**src/rtl/regfile_pkg.sv**
```systemverilog
package regfile_pkg;

  typedef enum logic {
    PH_FETCH = 1'b0,
    PH_EXEC  = 1'b1
  } phase_e;

  // Port C turns inward only for a read issued in the execute phase.
  function automatic logic portc_inward(phase_e ph, logic rd);
    return (ph == PH_EXEC) && rd;
  endfunction

  // Port A and port C collide when both aim at the data register.
  function automatic logic ports_collide(logic inward, logic dst_is_mdr);
    return inward && dst_is_mdr;
  endfunction

endpackage

```
**src/rtl/rf_portc_ctl.sv**
```systemverilog
module rf_portc_ctl
  import regfile_pkg::*;
#(
  parameter int AW = 3
) (
  input  logic          exec_phase,
  input  logic          mem_rd,
  input  logic [AW-1:0] wr_sel,
  output logic          capture,
  output logic          drive_en,
  output logic          collide
);

  phase_e ph;

  always_comb begin
    ph       = phase_e'(exec_phase);
    capture  = portc_inward(ph, mem_rd);
    drive_en = !capture;
    collide  = ports_collide(capture, wr_sel == '0);
  end

endmodule

```
**src/rtl/rf_bank.sv**
```systemverilog
module rf_bank #(
  parameter int W  = 16,
  parameter int N  = 8,
  parameter int AW = $clog2(N)
) (
  input  logic          clk,
  input  logic          rst,
  input  logic          capture,
  input  logic [AW-1:0] wr_sel,
  input  logic [W-1:0]  wr_data,
  input  logic [W-1:0]  mem_din,
  input  logic [AW-1:0] rd_sel,
  output logic [W-1:0]  rd_data,
  output logic [W-1:0]  mdr_q,
  output logic [W-1:0]  pc_q
);

  localparam int PC_IDX = N - 1;

  logic [W-1:0] regs [N];

  for (genvar i = 0; i < N; i++) begin : g_reg
    localparam logic [AW-1:0] IDX = AW'(i);
    logic hit;
    logic take_mem;
    assign take_mem = (i == 0) && capture;
    assign hit      = (wr_sel == IDX) && !take_mem;

    always_ff @(posedge clk) begin
      if (rst)           regs[i] <= '0;
      else if (take_mem) regs[i] <= mem_din;
      else if (hit)      regs[i] <= wr_data;
    end
  end

  assign rd_data = regs[rd_sel];
  assign mdr_q   = regs[0];
  assign pc_q    = regs[PC_IDX];

  // a port A write to the program counter lands on pc_q one cycle later
  p_pc_write_r9: assert property (@(posedge clk) disable iff (rst)
    (wr_sel == AW'(PC_IDX)) |=> (pc_q == $past(wr_data)));

  // the program counter holds when port A aims elsewhere
  p_pc_hold_r2: assert property (@(posedge clk) disable iff (rst)
    (wr_sel != AW'(PC_IDX)) |=> $stable(pc_q));

endmodule

```
**src/rtl/tri_port_regfile.sv**
```systemverilog
module tri_port_regfile #(
  parameter int WIDTH = 16,
  parameter int NREGS = 8
) (
  input  logic                     clk,
  input  logic                     rst,
  input  logic                     exec_phase,
  input  logic                     mem_rd,
  input  logic [$clog2(NREGS)-1:0] wr_sel,
  input  logic [WIDTH-1:0]         wr_data,
  input  logic [$clog2(NREGS)-1:0] rd_sel,
  input  logic [WIDTH-1:0]         mem_din,
  output logic [WIDTH-1:0]         addr_bus,
  output logic [WIDTH-1:0]         data_bus_out,
  output logic                     data_oe,
  output logic                     mdr_capture,
  output logic                     conflict,
  output logic [WIDTH-1:0]         pc_out
);

  localparam int AW = $clog2(NREGS);

  logic             cap_w;
  logic             drive_w;
  logic             collide_w;
  logic [WIDTH-1:0] mdr_w;
  logic [WIDTH-1:0] pc_w;
  logic [WIDTH-1:0] rd_w;

  rf_portc_ctl #(.AW(AW)) u_ctl (
    .exec_phase (exec_phase),
    .mem_rd     (mem_rd),
    .wr_sel     (wr_sel),
    .capture    (cap_w),
    .drive_en   (drive_w),
    .collide    (collide_w)
  );

  rf_bank #(.W(WIDTH), .N(NREGS), .AW(AW)) u_bank (
    .clk     (clk),
    .rst     (rst),
    .capture (cap_w),
    .wr_sel  (wr_sel),
    .wr_data (wr_data),
    .mem_din (mem_din),
    .rd_sel  (rd_sel),
    .rd_data (rd_w),
    .mdr_q   (mdr_w),
    .pc_q    (pc_w)
  );

  assign addr_bus     = rd_w;
  assign data_bus_out = mdr_w;
  assign data_oe      = drive_w;
  assign mdr_capture  = cap_w;
  assign conflict     = collide_w;
  assign pc_out       = pc_w;

  // an execute-phase read loads the data register from the bus
  p_capture_r4: assert property (@(posedge clk) disable iff (rst)
    (exec_phase && mem_rd) |=> (data_bus_out == $past(mem_din)));

  // a collision can only arise while port C is capturing
  p_conflict_cap_r7: assert property (@(posedge clk) disable iff (rst)
    conflict |-> (mdr_capture && !data_oe));

  // without a capture or a port A hit, the data register holds
  p_mdr_hold_r5: assert property (@(posedge clk) disable iff (rst)
    (!mdr_capture && wr_sel != '0) |=> $stable(data_bus_out));

  // port A alone writes the data register when port C is idle
  p_mdr_write_r2: assert property (@(posedge clk) disable iff (rst)
    (!mdr_capture && wr_sel == '0) |=> (data_bus_out == $past(wr_data)));

endmodule

```
**config.mk**
```make
export PLATFORM = sky130hd
export DESIGN_NAME = tri_port_regfile
export DESIGN_NICKNAME = d
export VERILOG_FILES = /design/src/rtl/regfile_pkg.sv /design/src/rtl/rf_portc_ctl.sv /design/src/rtl/rf_bank.sv /design/src/rtl/tri_port_regfile.sv
export SDC_FILE = /design/constraint.sdc
export NUM_CORES = 1
export LEC_CHECK = 0
export BUFFER_PORTS_ARGS = -buffer_cell sky130_fd_sc_hd__buf_2
export CORE_ASPECT_RATIO = 0.6
export CORE_MARGIN = 2
export CORE_UTILIZATION = 30
export CTS_CLUSTER_SIZE = 10
export DETAILED_ROUTE_END_ITERATION = 7
export PLACE_DENSITY_LB_ADDON = 0.1
export SYNTH_ARGS = -nofsm -noshare
export SYNTH_HDL_FRONTEND = slang
export SYNTH_HIERARCHICAL = 1
export SYNTH_SLANG_ARGS = --single-unit
```
**constraint.sdc**
```tcl
create_clock -name clk -period 1.7 [get_ports clk]
set_input_delay 0.17 -clock clk [delete_from_list [all_inputs] [get_ports clk]]
set_output_delay 0.17 -clock clk [all_outputs]
set_load 0.05 [all_outputs]
```
After elaboration in Yosys (flattened, before gate mapping)
Memories as Yosys holds them, arrays and structs flattened.
Index checks and enable logic that the tools add are counted.
- equality and inequality tests: 7
- muxes and demuxes: 39
- bitwise gates (word level): 9
- reductions and logical operators: 5
- operator list (kind ; count):
    $mux 16 ; 9
    $mux 1 ; 30
    $eq 3x3->1 const B ; 4
    $or 1x1->1 ; 9
    $eq 3x2->1 const B ; 2
    $eq 3x1->1 const B ; 1
    $logic_and 1x1->1 ; 3
    $logic_not 3->1 ; 1
    $logic_not 1->1 ; 1
- flip-flop bits (word level): 0
- bits in writable memories: 128
- bits of input ports: 42
- output and inout bits: 51
- logic and storage cells: 61
- memories: 1
- memories (name ; depth ; bits a word ; read ports ; clocked after memory_dff ; write ports ; RTL line ; RTL):
    u_bank.regs ; 8 ; 16 ; 3 ; 0 ; 8 ; rf_bank.sv:20 ; logic [W-1:0] regs [N];

Logic depth before layout (Yosys ltp)
Gate-level depths: netlist (run 1).
- word-level depth: 8
- gate-level depth with buffers: 6
- gate-level depth less buffers: 4

By module
The synthesis (run 1) kept the hierarchy.
- modules (own cells, without submodules) (module ; instances ; cells each ; area an instance (um^2) ; sequential area each (um^2)):
    rf_bank ; 1 ; 349 ; 5970.7 ; 3843.7
    rf_portc_ctl ; 1 ; 3 ; 20.0 ; 0.0

Worst setup path after synthesis (run 1)
Ideal clock, no wire load.
- kind: input to register
- from: input port exec_phase
- to: memory u_bank.regs[0][10] (data pin)
- setup time: 0.257 ns
- arrival: 1.729 ns
- setup slack: -0.286 ns
- stages: 6
- buffers on the path: 2
- cell sequence: nand2_1 > inv_1 > nor2b_1 > clkbuf_1 > clkbuf_1 > a32o_1
- RTL lines (item ; RTL line ; RTL):
    start, declared ; tri_port_regfile.sv:7 ; input logic exec_phase,
    end, declared ; rf_bank.sv:20 ;

==> impl_metrics.tcl, run 1 <==
set metrics [dict create \
    status "complete, but fails checks" \
    violations "negative setup slack" \
    area_growth_pct 31.1 \
    setup_viol 16 \
    max_flop_register "u_bank/regs" \
    cts_buffer_depth 2 \
    gp_congestion 0.749 \
    syn_inst 352 \
    synth_area_um2 5990 \
    dieArea_um2 21200 \
    p_comb_share_pct 17.4 \
    root_buffer "clkbuf_16" \
    regArea_um2 3840 \
    htreeDepth 4 \
    drv_cap 0 \
    fin_hold_ws_ns 0.0351 \
    synth_top_area_share_pct 64.2 \
    wl_um 18100 \
    fin_crit_sh_pct 121 \
    num_rows 39 \
    critical_path_class "register to primary output" \
    hp-class "primary input to register" \
    fillers 1798 \
    clockPowerShare_pct 39.6 \
    cp-start-kind "register" \
    timing.fmax_mhz 487 \
    rsz0062_at_grt "yes" \
    p_int_uw 6370 \
    track_usage_pct 17.8 \
    placedCellCount 716 \
    coreArea_um2 19300 \
    die_y_um 113 \
    grt_pass1_wl_um 26600 \
    multiInputGateArea_um2 2050 \
    period_needed_ns 2.05 \
    p_leak_uw 0.00302 \
    hold_viol 0 \
    synth_seq_area_share_pct 64.2 \
    drive_gt1_share_pct 45.2 \
    pwr-share-seq_pct 43.0 \
    worstMarginPinSlew_ns 0.450 \
    grt_max_degree 19 \
    layout.cells.non_filler 766 \
    finalWorstSetupSlack_ns -0.351 \
    grt-ovfl-total 0 \
    yosysWarnings 6 \
    relSlewSlack_pct 70.0 \
    n_antenna_cell 0 \
    numCtsBuffers 17 \
    p_sw_uw 2540 \
    route.detailed.drc 0 \
    grt_pass1_vias 3745 \
    endpoint_kind "primary output" \
    antenna_found_initial 0 \
    synth.largest_area_cell "edfxtp_1" \
    ios 93 \
    clock_sinks 128 \
    fin_area_um2 7860 \
    ys_types 26 \
    synth_seq_cells 128 \
    crit_required_ns 1.53 \
    dr.pass1.iters 5 \
    switching_share_pct 28.5 \
    vias 3646 \
    nets 529 \
    cts_tree "yes" \
    avgSynthCellArea_um2 17.0 \
    portBuffers 92 \
    cp.arrival_ns 1.88 \
    crit_path_max_fanout 2 \
    drtIter0Drc 322 \
    largest_register_ffs 128 \
    yosys-top-cells-area "edfxtp_1 (64%), and2_1 (12%), mux4_2 (10%)" \
    dpl.hpwl_um 12000 \
    start_util_pct 31.1 \
    powerDensity_nw_per_um2 1130 \
    placedInstanceArea_um2 6990 \
    ant_nets 0 \
    syn-num-nets 394 \
    wl_per_cell_um 23.7 \
    die_w_um 186 \
    power.total_uw 8900 \
    reg_top3 "u_bank/regs x128" \
    cts_hold_buffers 0 \
    ir_drop_uv 646 \
    fin_tns_setup_ns -4.53 \
    path_clk_slew_ns 0.07 \
    vias_per_cell 4.76 \
    maxSlewViolCount 0 \
]
[routing by layer]
| metal | up-vias | wire [um] | track usage (%) |
|---|---|---|---|
| li1 | 1643 | - | - |
| met1 | 1849 | 9260 | 28.0 |
| met2 | 140 | 7520 | 25.0 |
| met3 | 14 | 1200 | 3.63 |
| met4 | 0 | 153 | 4.32 |
| met5 | - | 0 | 0 |
[critical path, cell delays in order, from the launching register on]
cell and delay (ns):
edfxtp_1 0.50, mux4_2 0.52, mux2_4 0.29, buf_6 0.15
[synth_stat cells]
master and instances:
mux4_2 27, a21o_1 1, buf_6 1, buf_12 3
a31o_2 2, and2_1 112, nor2_1 1, edfxtp_1 128
buf_2 6, nor4b_2 3, and4bb_1 1, nor4_2 1
o21bai_1 4, a32o_1 16, clkbuf_1 10, nand2b_1 2
nand2_1 1, mux4_1 5, a211o_1 1, mux2_2 16
buf_1 4, inv_1 2, nor3_2 1, nor2b_1 1
and4b_1 1, and4bb_2 2
[power by group through the flow]
stage,sequential (uW),clock [uW],combinational [uW]
after floorplan,4080,0,652
after global placement,3900,0,1350
after detailed placement,3900,0,1360
after CTS,3830,3590,1530
after global routing,3850,3720,1620
final,3830,3530,1550
[layout by cell type, fill, tap and decap left out, drive strengths merged]
cell type	count
a211o	1
a21o	1
a31o	2
a32o	16
and2	112
and4b	1
and4bb	3
buf	140
bufinv	1
clkbuf	18
clkinv	3
clkinvlp	6
edfxtp	128
inv	6
mux2	16
mux4	32
nand2	1
nand2b	2
nor2	1
nor2b	1
nor3	1
nor4	1
nor4b	3
o21bai	4
[cell families (layout without fill, tap and decap cells)]
group	count (synthesis)	after routing	share of synthesized area, %
buffers and inverters	26	174	2.69
AOI/OAI and AO/OA	24	24	3.74
DFF	128	128	64.2
and+or+nand+nor	126	126	14.1
muxes	48	48	15.4
[final cells by class]
cell class | instances | share of cell area (%)
clock inverter | 14 | 1.69
multi-input combinational | 198 | 26.0
sequential | 128 | 48.9
tap | 266 | 4.24
timing repair buffer | 140 | 13.5
clock buffer | 18 | 5.46
inverter | 2 | 0.143
[path summary, 6_finish.rpt]
check | startpoint | end | slack, ns | cells after the start
worst max-delay path | u_bank/regs[0][2] | addr_bus[2] | -0.35 | 3
worst min-delay path | mem_din[7] | u_bank/regs[0][7] | 0.04 | 2
[through the flow]
| step | util (%) | setup WS (ns) |
|---|---|---|
| 6_report | 40.8 | -0.351 |
| 5_1_grt | 40.8 | -0.420 |
| 4_1_cts | 40.5 | -0.365 |
| 3_5_place_dp | 36.3 | -0.110 |
| 3_3_place_gp | 36.3 | -0.104 |
| 2_1_floorplan | - | 0.00651 |
[what timing repair did]
item / CTS / global route
pin swaps: 0 / 0
endpoints found under the setup margin: 16 / 16
buffers inserted: 16 / 2
resized for setup: 44 / 10
(Power assumes the default switching activity.)
==> inputs of run 2 (changes only) <==
--- a/config.mk
+++ b/config.mk
@@ -12,7 +12,7 @@
 export CTS_CLUSTER_SIZE = 10
 export DETAILED_ROUTE_END_ITERATION = 7
 export PLACE_DENSITY_LB_ADDON = 0.1
+export SLEW_MARGIN = 20
 export SYNTH_ARGS = -nofsm -noshare
 export SYNTH_HDL_FRONTEND = slang
-export SYNTH_HIERARCHICAL = 1
 export SYNTH_SLANG_ARGS = --single-unit
==> impl_metrics.tcl, run 2 <==
set metrics [dict create \
    synth_fa_ha_area_share_pct 0 \
    crit_path_max_fanout 2 \
    final_common_cell "edfxtp_1" \
    ir_drop_uv 696 \
    htreeDepth 4 \
    dr.pass1.iters 4 \
    die_w_um 188 \
    worstMarginPinSlew_ns 0.698 \
    synthMostInstantiatedCell "edfxtp_1" \
    area_growth_pct 31.0 \
    yosys.area_share.simple_pct 14.3 \
    synth_compound_area_share_pct 3.67 \
    die_y_um 114 \
    fillers 1864 \
    reg_top3 "u_bank.regs x128" \
    yosysWarnings 0 \
    cp-startpoint "u_bank.regs[0][2]" \
    ys.flop_type "edfxtp_1" \
    dp_slack_ns -0.113 \
    grt-ovfl-total 0 \
    fin_tns_setup_ns -3.78 \
    antenna_found_initial 2 \
    fin_crit_sh_pct 120 \
    grt_max_degree 22 \
    crit_required_ns 1.53 \
    ant_nets 0 \
    synth_area_um2 6100 \
    syn_inst 353 \
    power.total_uw 9310 \
    grt_pass1_wl_um 24800 \
    hp-class "primary input to register" \
    pwr-share-seq_pct 41.0 \
    relSlewSlack_pct 53.1 \
    route.detailed.drc 0 \
    p_int_uw 6920 \
    cts_buffer_depth 2 \
    powerDensity_nw_per_um2 1170 \
    num_rows 40 \
    grt_pass1_vias 3790 \
    clock_sinks 128 \
    async_reset_ff_share_pct 0 \
    path_clk_slew_ns 0.06 \
    dpl.hpwl_um 11200 \
    switching_share_pct 25.7 \
    drtIter0Drc 285 \
    portBuffers 92 \
    vias_per_cell 4.71 \
    setup_viol 16 \
    drive_gt1_share_pct 44.4 \
    start_util_pct 30.6 \
    maxSlewViolCount 0 \
    worstHoldStart "mem_din[4]" \
    ios 93 \
    numCtsBuffers 17 \
    synth_top_area_share_pct 63.0 \
    final_cell_mix "edfxtp_1 (128), and2_1 (112), buf_2 (76)" \
    finalWorstSetupSlack_ns -0.333 \
    synth_seq_cells 128 \
    ys_types 29 \
    max_flop_register "u_bank.regs" \
    period_needed_ns 2.03 \
    status "complete, but fails checks" \
    track_usage_pct 16.4 \
    timing.fmax_mhz 492 \
    gp_congestion 0.713 \
    synth_xor_area_share_pct 0 \
    endpoint_kind "primary output" \
    cp-start-kind "register" \
    drv_cap 0 \
    p_leak_uw 0.00312 \
    root_buffer "clkbuf_16" \
    clockPowerShare_pct 42.9 \
    wl_per_cell_um 21.8 \
    hold_viol 0 \
    synth_seq_area_share_pct 63.0 \
    rsz0062_at_grt "yes" \
    nets 535 \
    coreArea_um2 20000 \
    cts_tree "yes" \
    vias 3663 \
    critical_path_class "register to primary output" \
    synth_top_family_by_area "multiplexers" \
    syn-num-nets 395 \
    synth.largest_area_cell "edfxtp_1" \
    synthTopCellsByCount "edfxtp_1 (128), and2_1 (113), mux4_1 (27)" \
    n_antenna_cell 0 \
    p_sw_uw 2390 \
    p_comb_share_pct 16.1 \
    yosys-top-cells-area "edfxtp_1 (63%), mux4_1 (12%), and2_1 (12%)" \
    avgSynthCellArea_um2 17.3 \
    violations "negative setup slack" \
    wl_um 17000 \
    largest_register_ffs 128 \
    dieArea_um2 21500 \
    cp.arrival_ns 1.86 \
    synth_edf_count 128 \
    muxShareOfSynthArea_pct 16.4 \
]
## run 2: cell count changes in the layout (fill, tap and decap cells not counted), sizes merged, moves of 2 or more
cell | before | now
buf | 140 | 145
clkinv | 3 | 5
bufinv | 1 | 5
clkinvlp | 6 | 3
inv | 6 | 3
## run 2: stage by stage
stage	utilization (%)	instances	area [um2]	hold slack, ns
after CTS	39.8	772	7950	0.0295
final	40.0	778	7990	0.0512
after floorplan	-	353	6100	0.368
after global routing	40.0	778	7990	0.0342
after global placement	35.5	726	7090	0.457
after detailed placement	35.6	727	7110	0.464
## run 2: worst max-delay path, stage by stage, from the launching register on
cell      delay [ns]
edfxtp_1        0.51
mux4_2          0.51
mux2_2          0.28
buf_6           0.15
## run 2: final cells by class
cell class	instances	area, um2	area share, %
Multi-Input combinational cell	198	2090	26.2
Inverter	3	11.3	0.141
Clock buffer	18	429	5.37
Timing Repair Buffer	145	1060	13.3
Clock inverter	13	213	2.66
Tap cell	273	342	4.27
Sequential cell	128	3840	48.1
## run 2: worst paths after layout
path	to	depth (start not counted)	slack, ns
max	addr_bus[2]	3	-0.33
min	u_bank.regs[0][4]	2	0.05
## run 2: power groups by stage
| stage | registers [uW] | logic (uW) | clock network (uW) |
|---|---|---|---|
| after global placement | 3870 | 1310 | 0 |
| after CTS | 3820 | 1500 | 4080 |
| after detailed placement | 3880 | 1320 | 0 |
| after global routing | 3840 | 1570 | 4240 |
| after floorplan | 4080 | 639 | 0 |
| final | 3820 | 1500 | 4000 |
## run 2: cell families after synthesis
kind of cell	after synthesis
simple gates	126
mux	48
compound gates	24
flops	128
buf+inv	27
## run 2: routing by layer
metal  wire, um  global-route usage (%)
met1       7860                    22.6
met4         89                    4.20
met5          0                       0
met3       1100                    4.14
met2       7910                    26.2
## run 2: repair_timing
| action | in CTS | in global routing |
|---|---|---|
| setup endpoints to repair | 16 | 16 |
| buffers inserted | 14 | 6 |
| hold endpoints to repair | 0 | 0 |
| hold buffers | 0 | 0 |
| resized for setup | 59 | 2 |
